### src/rtl/trap_pkg.sv
package trap_pkg;
  localparam int PS_W    = 10;
  localparam int TT_W    = 9;
  localparam int BYTE_W  = 8;
  localparam int LVL_W   = 4;
  localparam int VEC_LO  = 15;
  localparam int ALO_W   = 4;

  typedef struct packed {
    logic       cle;
    logic       tle;
    logic [1:0] mm;
    logic       red;
    logic       pef;
    logic       am;
    logic       priv;
    logic       ie;
    logic       ag;
  } pstate_t;

  typedef enum logic [2:0] {
    SZ_BYTE  = 3'd0,
    SZ_HALF  = 3'd1,
    SZ_WORD  = 3'd2,
    SZ_DWORD = 3'd3,
    SZ_QUAD  = 3'd4
  } acc_size_e;

  localparam logic [TT_W-1:0] TT_CLEAN_WIN = 9'h024;
  localparam logic [TT_W-1:0] TT_MISALIGN  = 9'h034;
  localparam logic [TT_W-1:0] TT_IRQ_BASE  = 9'h040;
  localparam logic [2:0]      TT_SPILL_TOP = 3'b010;
  localparam logic [2:0]      TT_FILL_TOP  = 3'b011;
endpackage

### src/rtl/trap_align_chk.sv
module trap_align_chk import trap_pkg::*; (
  input  logic             mem_req_i,
  input  logic [2:0]       mem_size_i,
  input  logic [ALO_W-1:0] addr_lo_i,
  output logic             misalign_o
);
  logic [ALO_W-1:0] mask;

  // Alignment mask: one low bit per doubling of the access size.
  always_comb begin
    mask = '0;
    for (int b = 0; b < ALO_W; b++) begin
      if (int'(mem_size_i) > b && mem_size_i <= SZ_QUAD) mask[b] = 1'b1;
    end
  end

  assign misalign_o = mem_req_i && ((addr_lo_i & mask) != '0);
endmodule

### src/rtl/trap_arbiter.sv
module trap_arbiter import trap_pkg::*; (
  input  logic             block_i,
  input  logic             trap_req_i,
  input  logic [TT_W-1:0]  trap_type_i,
  input  logic             misalign_i,
  input  logic             irq_req_i,
  input  logic [LVL_W-1:0] irq_level_i,
  input  logic [LVL_W-1:0] pil_i,
  input  logic             ie_i,
  output logic             fire_o,
  output logic [TT_W-1:0]  tt_o
);
  logic irq_ok;

  assign irq_ok = irq_req_i && ie_i && (irq_level_i > pil_i);

  always_comb begin
    fire_o = 1'b0;
    tt_o   = '0;
    if (!block_i) begin
      if (trap_req_i) begin
        fire_o = 1'b1;
        tt_o   = trap_type_i;
      end else if (misalign_i) begin
        fire_o = 1'b1;
        tt_o   = TT_MISALIGN;
      end else if (irq_ok) begin
        fire_o = 1'b1;
        tt_o   = TT_IRQ_BASE | TT_W'(irq_level_i);
      end
    end
  end
endmodule

### src/rtl/trap_entry_calc.sv
module trap_entry_calc import trap_pkg::*; #(
  parameter int VA_W    = 64,
  parameter int NWIN    = 8,
  parameter bit HAS_FPU = 1'b1,
  localparam int CW     = $clog2(NWIN)
)(
  input  logic [TT_W-1:0]       tt_i,
  input  logic [1:0]            mm_i,
  input  logic                  tle_i,
  input  logic [CW-1:0]         cwp_i,
  input  logic [CW-1:0]         cansave_i,
  input  logic [VA_W-1:VEC_LO]  tba_hi_i,
  input  logic                  tl_nz_i,
  output logic [VA_W-1:0]       pc_o,
  output logic [VA_W-1:0]       npc_o,
  output pstate_t               ps_o,
  output logic [CW-1:0]         cwp_o
);
  always_comb begin
    ps_o      = '0;
    ps_o.mm   = mm_i;
    ps_o.tle  = tle_i;
    ps_o.cle  = tle_i;
    ps_o.pef  = HAS_FPU;
    ps_o.priv = 1'b1;
    ps_o.ag   = 1'b1;
  end

  always_comb begin
    if (tt_i == TT_CLEAN_WIN)
      cwp_o = cwp_i + CW'(1);
    else if (tt_i[TT_W-1:TT_W-3] == TT_SPILL_TOP)
      cwp_o = cwp_i + cansave_i + CW'(2);
    else if (tt_i[TT_W-1:TT_W-3] == TT_FILL_TOP)
      cwp_o = cwp_i - CW'(1);
    else
      cwp_o = cwp_i;
  end

  assign pc_o  = {tba_hi_i, tl_nz_i, tt_i, 5'b00000};
  assign npc_o = {tba_hi_i, tl_nz_i, tt_i, 5'b00100};
endmodule

### src/rtl/trap_stack.sv
module trap_stack #(
  parameter int AW    = 3,
  parameter int ENT_W = 64,
  localparam int DEPTH = 1 << AW
)(
  input  logic             clk,
  input  logic             rst,
  input  logic             we_i,
  input  logic [AW-1:0]    waddr_i,
  input  logic [ENT_W-1:0] wdata_i,
  input  logic [AW-1:0]    raddr_i,
  output logic [ENT_W-1:0] rdata_o
);
  logic [ENT_W-1:0] mem [DEPTH];

  always_ff @(posedge clk) begin
    if (we_i) mem[waddr_i] <= wdata_i;
  end

  // Read-first output register with synchronous reset.
  always_ff @(posedge clk) begin
    if (rst) rdata_o <= '0;
    else     rdata_o <= mem[raddr_i];
  end
endmodule

### src/rtl/trap_vector_unit.sv
module trap_vector_unit import trap_pkg::*; #(
  parameter int VA_W    = 64,
  parameter int NWIN    = 8,
  parameter int MAXTL   = 5,
  parameter bit HAS_FPU = 1'b1,
  localparam int CW     = $clog2(NWIN),
  localparam int TLW    = $clog2(MAXTL + 1),
  localparam int TS_W   = 2 * BYTE_W + PS_W + CW
)(
  input  logic                 clk,
  input  logic                 rst,
  input  logic                 trap_req_i,
  input  logic [TT_W-1:0]      trap_type_i,
  input  logic                 irq_req_i,
  input  logic [LVL_W-1:0]     irq_level_i,
  input  logic [LVL_W-1:0]     pil_i,
  input  logic                 mem_req_i,
  input  logic [2:0]           mem_size_i,
  input  logic [ALO_W-1:0]     mem_addr_lo_i,
  input  logic [PS_W-1:0]      pstate_i,
  input  logic [CW-1:0]        cwp_i,
  input  logic [CW-1:0]        cansave_i,
  input  logic [BYTE_W-1:0]    ccr_i,
  input  logic [BYTE_W-1:0]    asi_i,
  input  logic [VA_W-1:0]      pc_i,
  input  logic [VA_W-1:0]      npc_i,
  input  logic [VA_W-1:VEC_LO] tba_hi_i,
  input  logic [TLW-1:0]       rd_lvl_i,
  output logic                 taken_o,
  output logic [TT_W-1:0]      tt_o,
  output logic [VA_W-1:0]      new_pc_o,
  output logic [VA_W-1:0]      new_npc_o,
  output logic [PS_W-1:0]      new_pstate_o,
  output logic [CW-1:0]        new_cwp_o,
  output logic [TLW-1:0]       tl_o,
  output logic                 err_mode_o,
  output logic [TS_W-1:0]      rd_tstate_o,
  output logic [VA_W-1:0]      rd_tpc_o,
  output logic [VA_W-1:0]      rd_tnpc_o,
  output logic [TT_W-1:0]      rd_tt_o
);
  localparam int ENT_W = TS_W + 2 * VA_W + TT_W;

  pstate_t         cur_ps;
  logic            misalign;
  logic            fire;
  logic [TT_W-1:0] sel_tt;
  logic            full;
  logic            push;
  logic [TLW-1:0]  tl_q;
  logic            err_q;
  logic [VA_W-1:0] calc_pc, calc_npc;
  pstate_t         calc_ps;
  logic [CW-1:0]   calc_cwp;
  logic [ENT_W-1:0] wr_ent, rd_ent;

  assign cur_ps = pstate_t'(pstate_i);

  trap_align_chk u_align (
    .mem_req_i  (mem_req_i),
    .mem_size_i (mem_size_i),
    .addr_lo_i  (mem_addr_lo_i),
    .misalign_o (misalign)
  );

  trap_arbiter u_arb (
    .block_i     (err_q),
    .trap_req_i  (trap_req_i),
    .trap_type_i (trap_type_i),
    .misalign_i  (misalign),
    .irq_req_i   (irq_req_i),
    .irq_level_i (irq_level_i),
    .pil_i       (pil_i),
    .ie_i        (cur_ps.ie),
    .fire_o      (fire),
    .tt_o        (sel_tt)
  );

  trap_entry_calc #(.VA_W(VA_W), .NWIN(NWIN), .HAS_FPU(HAS_FPU)) u_calc (
    .tt_i      (sel_tt),
    .mm_i      (cur_ps.mm),
    .tle_i     (cur_ps.tle),
    .cwp_i     (cwp_i),
    .cansave_i (cansave_i),
    .tba_hi_i  (tba_hi_i),
    .tl_nz_i   (tl_q != '0),
    .pc_o      (calc_pc),
    .npc_o     (calc_npc),
    .ps_o      (calc_ps),
    .cwp_o     (calc_cwp)
  );

  assign full   = (tl_q == TLW'(MAXTL));
  assign push   = fire && !full;
  assign wr_ent = {ccr_i, asi_i, pstate_i, cwp_i, pc_i, npc_i, sel_tt};

  trap_stack #(.AW(TLW), .ENT_W(ENT_W)) u_stack (
    .clk     (clk),
    .rst     (rst),
    .we_i    (push),
    .waddr_i (tl_q + TLW'(1)),
    .wdata_i (wr_ent),
    .raddr_i (rd_lvl_i),
    .rdata_o (rd_ent)
  );

  assign {rd_tstate_o, rd_tpc_o, rd_tnpc_o, rd_tt_o} = rd_ent;

  always_ff @(posedge clk) begin
    if (rst) begin
      tl_q         <= '0;
      err_q        <= 1'b0;
      taken_o      <= 1'b0;
      tt_o         <= '0;
      new_pc_o     <= '0;
      new_npc_o    <= '0;
      new_pstate_o <= '0;
      new_cwp_o    <= '0;
    end else begin
      taken_o <= push;
      if (fire && full) err_q <= 1'b1;
      if (push) begin
        tl_q         <= tl_q + TLW'(1);
        tt_o         <= sel_tt;
        new_pc_o     <= calc_pc;
        new_npc_o    <= calc_npc;
        new_pstate_o <= calc_ps;
        new_cwp_o    <= calc_cwp;
      end
    end
  end

  assign tl_o       = tl_q;
  assign err_mode_o = err_q;
endmodule

### config.mk
export PLATFORM = sky130hd
export DESIGN_NAME = trap_vector_unit
export DESIGN_NICKNAME = d
export VERILOG_FILES = /design/src/rtl/trap_pkg.sv /design/src/rtl/trap_align_chk.sv /design/src/rtl/trap_arbiter.sv /design/src/rtl/trap_entry_calc.sv /design/src/rtl/trap_stack.sv /design/src/rtl/trap_vector_unit.sv
export SDC_FILE = /design/constraint.sdc
export NUM_CORES = 1
export LEC_CHECK = 0
export BUFFER_PORTS_ARGS = -buffer_cell sky130_fd_sc_hd__clkbuf_2
export CORE_MARGIN = 10
export CORE_UTILIZATION = 59
export DETAILED_ROUTE_END_ITERATION = 10
export PLACE_DENSITY_LB_ADDON = 0.2
export RECOVER_POWER = 25
export SYNTH_ARGS = -nofsm -noshare
export SYNTH_HDL_FRONTEND = slang
export SYNTH_HIERARCHICAL = 1
export SYNTH_SLANG_ARGS = --single-unit
### constraint.sdc
create_clock -name clk -period 17.8 [get_ports clk]
set_clock_uncertainty 0.1 [all_clocks]
set_input_delay 0 -clock clk [delete_from_list [all_inputs] [get_ports clk]]
set_output_delay 0 -clock clk [all_outputs]
set_load 0.01 [all_outputs]
==> Yosys cells after proc, flatten, opt, wreduce, memory -nomap -nowiden <==
Memories as Yosys holds them, arrays and structs flattened. A register that Yosys moved wholly into a read port is not among the register bits.
Cells that the tools add are included.
{ "op_classes": {"add_sub_neg": 5, "multipliers": 0, "n_div": 0, "order_cmp": 6, "n_eq_ne": 4, "shift": 0, "muxes": 17, "n_bitwise": 1, "reduce_logical": 12} }
{ "op_table": {"columns": ["cell", "n"], "rows": [
  ["$mux 9", 3],
  ["$mux 1", 10],
  ["$eq 9x6->1 const B", 1],
  ["$logic_and 1x1->1", 9],
  ["$mux 3", 3],
  ["$mux 7", 1],
  ["$add 3x1->3 const B", 2],
  ["$eq 3x2->1 const B", 2],
  ["$gt 3x1->1 const B", 2],
  ["$gt 3x2->1 const B", 2],
  ["$and 4x4->4", 1],
  ["$gt 4x4->1", 1],
  ["$reduce_bool 4->1", 1],
  ["$add 3x2->3 const B", 1],
  ["$add 3x3->3", 1],
  ["$eq 3x3->1 const B", 1],
  ["$le 3x3->1 const B", 1],
  ["$reduce_bool 3->1", 1],
  ["$sub 3x1->3 const B", 1],
  ["$logic_not 1->1", 1]
]} }
{ "totals": {"register_bits": 142, "latchBits": 0, "mem_bits_rw": 1328, "mem_bits_ro": 0, "inputBits": 241, "out_inout_bits": 321, "elab_cells": 54, "mem_count": 1} }
{ "mem_list": {"columns": ["memory", "words", "width", "read_ports", "rd_ports_with_merged_regs", "wr", "line", "source"], "rows": [
  ["u_stack.mem", 8, 166, 1, 1, 1, "trap_stack.sv:14", "logic [ENT_W-1:0] mem [DEPTH];"]
]} }

==> Depth between registers and ports, before layout <==
Gate-level depths: netlist (run 1).
{ "logic_depth": {"ltp_word": 13, "ltp_mapped": 12, "depth_no_buf": 12} }

==> By module <==
The synthesis (run 1) kept the hierarchy.
{ "modules_own_cells": {"columns": ["mod", "n_inst", "cells_each", "area_per_inst_um2", "seq_area_each_um2"], "rows": [
  ["trap_stack", 1, 2282, 53792.8, 43201.4],
  ["trap_vector_unit", 1, 676, 6936.7, 3103.0],
  ["trap_entry_calc", 1, 174, 1302.5, 0.0],
  ["trap_arbiter", 1, 33, 250.2, 0.0],
  ["trap_align_chk", 1, 10, 57.6, 0.0]
]} }

==> Least setup slack after synthesis (run 1) <==
No wires, ideal clock.
{ "synth_path": {"path_kind": "flip-flop to flip-flop", "start": "register err_q, in the netlist err_mode_o", "end": "memory u_stack/mem[0][0] (netlist bit) (enable)", "setup_ps": 895, "arrival_ps": 12800, "required_ps": 16805, "slack_ps": 4006, "path_stages_with_launch": 9, "path_buffers": 2, "synth_period_minus_slack_ps": 13794, "path_cell_list": "dfxtp_1 -> nand4b_1 -> a21oi_2 -> o21bai_1 -> a21boi_1 -> buf_4 -> buf_4 -> nand2b_1 -> nor3_1"} }
{ "synth_between": {"elab_chain_len": 4} }
{ "synth_rtl": {"columns": ["item", "line", "source"], "rows": [
  ["start: declaration", "trap_vector_unit.sv:51", "logic err_q;"],
  ["start signal: assignment", "trap_vector_unit.sv:112", "err_q <= 1'b0;"],
  ["start signal: assignment", "trap_vector_unit.sv:121", "if (fire && full) err_q <= 1'b1;"],
  ["$mux 1", "trap_arbiter.sv:20", "if (!block_i) begin"],
  ["named net fire", "trap_vector_unit.sv:46", "logic fire;"],
  ["$logic_and 1x1->1", "trap_vector_unit.sv:94", "assign push = fire && !full;"],
  ["named net push", "trap_vector_unit.sv:49", "logic push;"],
  ["$mux 1", "trap_stack.sv:17", "if (we_i) mem[waddr_i] <= wdata_i;"],
  ["$mux 1 (not written as such)", "trap_stack.sv:17", null],
  ["end: declaration", "trap_stack.sv:14", null]
]} }
The timed path passes the listed nets, and every way through them passes these cells.

==> Final worst setup path (run 1) <==
{ "layout_path": {"start": "register err_q, in the netlist err_mode_o", "end": "memory u_stack/mem[2][124] (netlist bit) (enable)"} }
{ "layout_between": {"elab_chain_len": 4} }
{ "layout_rtl": {"columns": ["item", "line"], "rows": [
  ["$mux 1", "trap_arbiter.sv:20"],
  ["named net fire", "trap_vector_unit.sv:46"],
  ["$logic_and 1x1->1", "trap_vector_unit.sv:94"],
  ["$mux 1", "trap_stack.sv:17"],
  ["$mux 1 (not written as such)", "trap_stack.sv:17"]
]} }
The timed path passes the listed nets, and every way through them passes these cells.

==> results of run 1 <==
sequential cells by signal, indices dropped and copies added (netlist names):
| name | cells |
|---|---|
| u_stack/mem | 1328 |
| u_stack/rdata_o | 166 |
| new_npc_o | 64 |
| new_pc_o | 64 |
| new_pstate_o | 10 |
| tt_o | 9 |
| new_cwp_o | 3 |
| tl_o | 3 |
| err_mode_o | 1 |
| taken_o | 1 |
layout by cell type, fill, tap and decap left out, drive strengths merged, types with 2 or more instances in the layout:
cell / count
a21oi: 7
a32o: 3
and2: 2
and4b: 2
buf: 44
bufinv: 13
clkbuf: 774
clkinv: 61
conb: 16
dfxtp: 321
diode: 13
dlygate4sd3: 406
edfxtp: 1328
ha: 12
inv: 18
mux2: 3
mux2i: 318
mux4: 332
nand2: 9
nand2b: 309
nand4: 2
nor2: 181
nor2b: 4
nor3: 4
nor3b: 2
o211ai: 2
o21ai: 3
xnor2: 3
xor2: 2
area by class of cell:
class                           count  area [µm²]
Sequential cell                  1649       46300
Fill cell                        6418       30600
Multi-Input combinational cell   1229       14000
Timing Repair Buffer             1007        7160
Clock buffer                      217        4470
Tap cell                         1391        1740
Clock inverter                     82         778
Inverter                           11        41.3
Antenna cell                       13        32.5
power breakdown:
part,leakage [µW],switching [µW],internal [µW]
Clock,0.00258,1390,1950
Sequential,0.0148,85.0,4470
Combinational,0.00961,465,335
worst min path at each step:
stage / endpoint / slack (ps) / depth (start not counted)
after floorplan: u_stack/mem[0][100]$_DFFE_PP_ / -1 / 0
after global placement: new_pc_o[20]$_SDFFE_PP0P_ / 160 / 3
after detailed placement: new_npc_o[41]$_SDFFE_PP0P_ / 170 / 3
after CTS: u_stack/mem[5][44]$_DFFE_PP_ / 0.07 / 2
after global routing: new_pc_o[18]$_SDFFE_PP0P_ / 50 / 4
final: new_npc_o[27]$_SDFFE_PP0P_ / 40 / 4
worst max-delay path, stage by stage (launching register included):
cell      delay, ps
dfxtp_1         400
nand4b_1        260
a21oi_2         290
o21bai_1        190
a21boi_4        200
buf_4           530
nand2b_1        370
nor2_4          830
buf_4           830
buf_4           690
metrics by stage:
step | std cells | util
after CTS | 5586 | 0.710
final | 5599 | 0.709
after floorplan | 3189 | -
after global placement | 4881 | 0.621
after global routing | 5593 | 0.709
after detailed placement | 4881 | 0.621
per-layer routing:
layer	part of all wire	wire (µm)	GRT usage
met5	0.00047	66	0
met3	0.075	10500	0.0587
met1	0.39	54700	0.298
met2	0.51	71500	0.397
met4	0.022	3050	0.0613
what timing repair did:
item	CTS	global route
setup buffers	0	0
endpoints found under the setup margin	0	0
hold endpoints to repair	1574	0
resized for setup	0	0
hold buffers	406	0
cells by family (layout without fill, tap and decap cells):
group                    count (synthesis)  after routing
flip-flops                            1649           1649
multiplexers                           653            653
AND/OR/NAND/NOR                        519            519
buffers and inverters                  311           1317
AO/OA/AOI/OAI                           24             24
adder cells (fa/ha/maj)                 12             12
XOR/XNOR                                 5              5
other                                    2             29
==> results.md, run 1 <==
* TritonCTS clock tree: built
* Largest net degree at the start of global routing at 184
* Overall power at roughly 8700 µW
* Inserted Clock Buffers at 161
* Worst-path fanout max at 52
* Main combinational cell family by area after synthesis: multiplexers
* Compound-Gate Fraction of Synth Area at 0.00287
* Yosys warnings at 6
* Final WL at 140 mm
* Simple-Gate Fraction of Synth Area at 0.0450
* Mean post-synth cell area at 19.6 µm²
* Setup slack at placement at 12520 ps
* Outcome: finished clean
* Final ANT Viol Nets at 0
* Starting Density at 0.593
* DP HPWL at 79.0 mm
* RR Endpoint: u_stack/mem[2][124]$_DFFE_PP_
* Hold Path Origin: tba_hi_i[27]
* HP Class: in2reg
* Fmax at 193 MHz
* Placer Congestion at 0.818
* Setup TNS at 0 ps
* Via count at 31600
* Final instance area at about 75000 µm²
* Count leader, synth: edfxtp_1
* PortBufs at 561
* Unrepaired setup endpoints after global routing: false
* Root Driver: clkbuf_16
* Vias in the first global route at 34300
* Final WS setup at 12630 ps
* Initial antenna violation count at 15
* Slew headroom at 0.229
* FF+latch count, synth at 1649
* Die area at approximately 120000 µm²
* Worst reg2reg path startpoint: err_mode_o$_SDFFE_PP0P_
* Ys flop type: edfxtp_1
* Crit path DAT at 5450 ps
* Setup crit start kind: register
* Iter 0 DRT Violations at between 2000 and 3000
* CP required at 18080 ps
* Die Wd at 345 µm
* Global route total overflow at 0
* Ranking of synthesized cells by area: edfxtp_1 (64%), mux4_2 (12%), dfxtp_1 (10%)
* Synth unique cells at 47
* # IOs at 562
* Reg clk slew, reported paths at 60 ps
* Post-synth top cells: edfxtp_1 (1328), mux4_2 (332), dfxtp_1 (321)
* Syn Std Cell Area at between 60000 and 70000 µm²
* H-tree Lvls at 4
* VDD IR max at 0.0833 mV
* Worst-case reg-to-reg path depth at 9
* Row count at 119
* Routed length per instance at 25.0 µm
* Final clock period utilization by the worst path at 0.291
* Final Slew Violations at 0
* Core ar. at 105000 µm²
* Clock Sinks at 1649
* Vias/cell at 5.64
* Hold_ws at 44.5 ps
* DP Area at 65300 µm²
* Share of layout cells above drive strength 1 at 0.264
* End of the critical path: u_stack/mem[2][124]$_DFFE_PP_
* Async SR Flop Fraction at 0
* Crit path kind: reg2reg
* Max Root-Sink Buffers at 3
* DRC Markers at 0
* Worst reg-to-reg setup slack at between 10000 and 15000 ps
* First-pass GRT wire length at 214 mm
* Max cap viols at 0
* Synth Area in Adders at 0.00241
* Post-synth EDFFs at 1328
* Mapped Cells at 3175
* Pre-Repair DR Iteration Count at 5
* Clk Latency, worst-skew pair at 760 ps
* Final setup fails at 0
* Area share of the largest cell type after synthesis at 0.640
* CP endpoint kind: register
* Critical path startpoint: err_mode_o$_SDFFE_PP0P_
* Final-report hold violation count at 0
* Die height at 345 µm
* Layout area overhead at 19.5%
* Leak pwr at 0.0270 µW
* Total track usage at 0.233
* Final #Nets at 4312
* Multiplexer area fraction after synthesis at 0.172
* Tightest Pin Transition at 1160 ps
* Power Density at 117 nW/µm²
* Synth Area in XOR/XNOR at 0.000702
* Min cycle time layout at 5170 ps
* Cell taking the most area after synthesis: edfxtp_1
* Seq/Total Area, Yosys at 0.743
Power figures use the tool's default switching activity.
==> run 2: changes to the inputs <==
==> constraint.sdc (replaced) <==
create_clock -name clk -period 4.8 [get_ports clk]
set_clock_uncertainty 0.1 [all_clocks]
set_input_delay 0 -clock clk [delete_from_list [all_inputs] [get_ports clk]]
set_output_delay 0 -clock clk [all_outputs]
set_load 0.01 [all_outputs]
==> results.md, run 2 (same netlist as run 1, synthesis figures left out) <==
* Crit path kind: reg2reg (unchanged)
* Worst reg-to-reg setup slack at 340 ps (was 12630 ps)
* Clk Latency, worst-skew pair at 770 ps (was 760 ps)
* Vias/cell at 5.66 (was 5.64)
* Placed instance count at 4909 (was 4881)
* Final clock period utilization by the worst path at 0.928 (was 0.291)
* RR Endpoint: new_npc_o[34]$_SDFFE_PP0P_ (was u_stack/mem[2][124]$_DFFE_PP_)
* Max cap viols at 0 (unchanged)
* Unrepaired setup endpoints after global routing: false (unchanged)
* Critical path startpoint: err_mode_o$_SDFFE_PP0P_ (unchanged)
* Share of layout cells above drive strength 1 at 0.274 (was 0.264)
* Die area at 119000 µm² (unchanged)
* Clock Sinks at 1649 (unchanged)
* Global route total overflow at 0 (unchanged)
* Pre-Repair DR Iteration Count at 5 (unchanged)
* Worst reg2reg path startpoint: err_mode_o$_SDFFE_PP0P_ (unchanged)
* # IOs at 562 (unchanged)
* Final-report hold violation count at 0 (unchanged)
* Final ANT Viol Nets at 0 (unchanged)
* DP Area at 65900 µm² (was 65300 µm²)
* Row count at 119 (unchanged)
* Leak pwr at 0.0272 µW (was 0.0270 µW)
* Placer Congestion at 0.825 (was 0.818)
* Worst-case reg-to-reg path depth at 9 (unchanged)
* Fmax at 224 MHz (was 193 MHz)
* Iter 0 DRT Violations at 2886 (was 2690)
* Clock group share of total power at 0.384 (was 0.385)
* VDD IR max at 0.349 mV (was 0.0833 mV)
* Commonest non-fill, non-tap cells in the layout: edfxtp_1 (1328), clkbuf_2 (489), dlygate4sd3_1 (399), mux4_2 (332), dfxtp_1 (320) (was edfxtp_1 (1328), clkbuf_2 (483), dlygate4sd3_1 (406), mux4_2 (332), dfxtp_1 (321))
* Comb pwr share at 0.095 (was 0.092)
* Layout area overhead at 20.6% (was 19.5%)
* Inserted Clock Buffers at 162 (was 161)
* Register cell area after layout at 46300 µm² (about the same)
* Sw Ratio at 0.229 (was 0.223)
* Outcome: finished clean (unchanged)
* Max reg flops at 1328 (unchanged)
* Core ar. at 105000 µm² (unchanged)
* Largest register by flop count: u_stack/mem (unchanged)
* Final setup fails at 0 (unchanged)
* Sequential share of power at 0.521 (was 0.524)
* Commonest non-fill, non-tap cell in the layout: edfxtp_1 (unchanged)
* Crit path DAT at 5050 ps (was 5450 ps)
* CP required at 5400 ps (was 18080 ps)
* Min cycle time layout at 4460 ps (was 5170 ps)
* Setup slack at placement at 1300 ps (was 12520 ps)
* Initial antenna violation count at 8 (was 15)
* CTS Hold Bufs at 399 (was 406)
* CP endpoint kind: register (unchanged)
* Die Wd at 345 µm (unchanged)
* Slew headroom at 0.144 (was 0.229)
* Final WL at 142 mm (was 140 mm)
* PortBufs at 561 (unchanged)
* Routed length per instance at 25.3 µm (was 25.0 µm)
* Setup TNS at 0 ps (unchanged)
* Total track usage at 0.237 (was 0.233)
* Net switching power at 7420 µW (was 1940 µW)
* Post-CTS setup buffers at 0 (unchanged)
* Worst-path fanout max at 66 (was 52)
* Internal power at 25000 µW (was 6760 µW)
* Setup crit start kind: register (unchanged)
* HP Class: in2reg (unchanged)
* DP HPWL at 82.4 mm (was 79.0 mm)
* Area of the multi-input gates at 14000 µm² (about the same)
* First-pass GRT wire length at 217 mm (was 214 mm)
* TritonCTS clock tree: built (unchanged)
* Final WS setup at 344 ps (was 12630 ps)
* Root Driver: clkbuf_16 (unchanged)
* # fillers at 6295 (was 6418)
* Via count at 31800 (was 31600)
* Final non-filler cell total at 5620 (was 5599)
* Largest net degree at the start of global routing at 192 (was 184)
* Reg clk slew, reported paths at 60 ps (about the same)
* Starting Density at 0.593 (unchanged)
* Post-CTS sizing at 0 (unchanged)
* Hold_ws at 42.6 ps (was 44.5 ps)
* H-tree Lvls at 4 (unchanged)
* Final Slew Violations at 0 (unchanged)
* Largest registers: u_stack/mem (1328), u_stack/rdata_o (166) (unchanged)
* Final instance area at 75200 µm² (was 74500 µm²)
* DRC Markers at 0 (unchanged)
* Power Density at 431 nW/µm² (was 117 nW/µm²)
* Tightest Pin Transition at 1280 ps (was 1160 ps)
* End of the critical path: new_npc_o[34]$_SDFFE_PP0P_ (was u_stack/mem[2][124]$_DFFE_PP_)
* Final #Nets at 4334 (was 4312)
* Die height at 345 µm (unchanged)
* Max Root-Sink Buffers at 3 (unchanged)
* Vias in the first global route at 34600 (was 34300)
run 2: changes by cell type in the layout (fill, tap and decap cells not counted), sizes merged:
cell	previous run	this run
buf	44	72
bufinv	13	5
clkbuf	774	793
clkinv	61	53
clkinvlp	1	6
diode	13	8
dlygate4sd3	406	399
inv	18	15
run 2: power groups by stage:
stage                     Clock, µW  Sequential (µW)  Combinational (µW)
after floorplan                   0            17300                1640
after global placement            0            17100                2780
after detailed placement          0            17200                2830
after CTS                     12700            16900                3130
after global routing          13200            17000                3310
final                         12500            16900                3080
run 2: metrics by stage:
| step | util | total power (µW) |
|---|---|---|
| after floorplan | - | 18900 |
| after global placement | 0.627 | 19900 |
| after detailed placement | 0.627 | 20000 |
| after CTS | 0.716 | 32700 |
| after global routing | 0.715 | 33500 |
| final | 0.715 | 32400 |
run 2: worst max-delay path, cell delays in order (launching register included):
cell and delay, ps:
dfxtp_4 380, nand4b_1 190, dlygate4sd3_1 590, a21oi_2 240
o21bai_4 200, a21boi_4 280, buf_4 550, buf_4 930
mux2i_1 270, dlygate4sd3_1 570
run 2: worst min-delay path by stage:
stage,start,slack [ps],end,cells after the start
6_report,tba_hi_i[27],40,new_npc_o[27]$_SDFFE_PP0P_,4
5_1_grt,tba_hi_i[23],30,new_pc_o[23]$_SDFFE_PP0P_,4
4_1_cts,npc_i[0],0.6,u_stack/mem[2][9]$_DFFE_PP_,2
3_5_place_dp,tba_hi_i[40],170,new_pc_o[40]$_SDFFE_PP0P_,3
3_3_place_gp,tba_hi_i[37],160,new_pc_o[37]$_SDFFE_PP0P_,3
2_1_floorplan,pc_i[27],-1,u_stack/mem[0][100]$_DFFE_PP_,0
run 2: final cells by class:
type,count,share of cell area
antenna,8,0.000266
timing repair buffer,1028,0.102
sequential,1649,0.616
clock inverter,68,0.00857
inverter,11,0.000549
clock buffer,236,0.0623
tap,1391,0.0232
multi-input combinational,1229,0.187
run 2: routing by layer:
layer | vias up | routed length (µm) | track usage
li1 | 14000 | - | -
met1 | 16500 | 56500 | 0.307
met2 | 1151 | 72400 | 0.400
met3 | 202 | 10100 | 0.0574
met4 | 6 | 3050 | 0.0613
met5 | - | 34 | 0
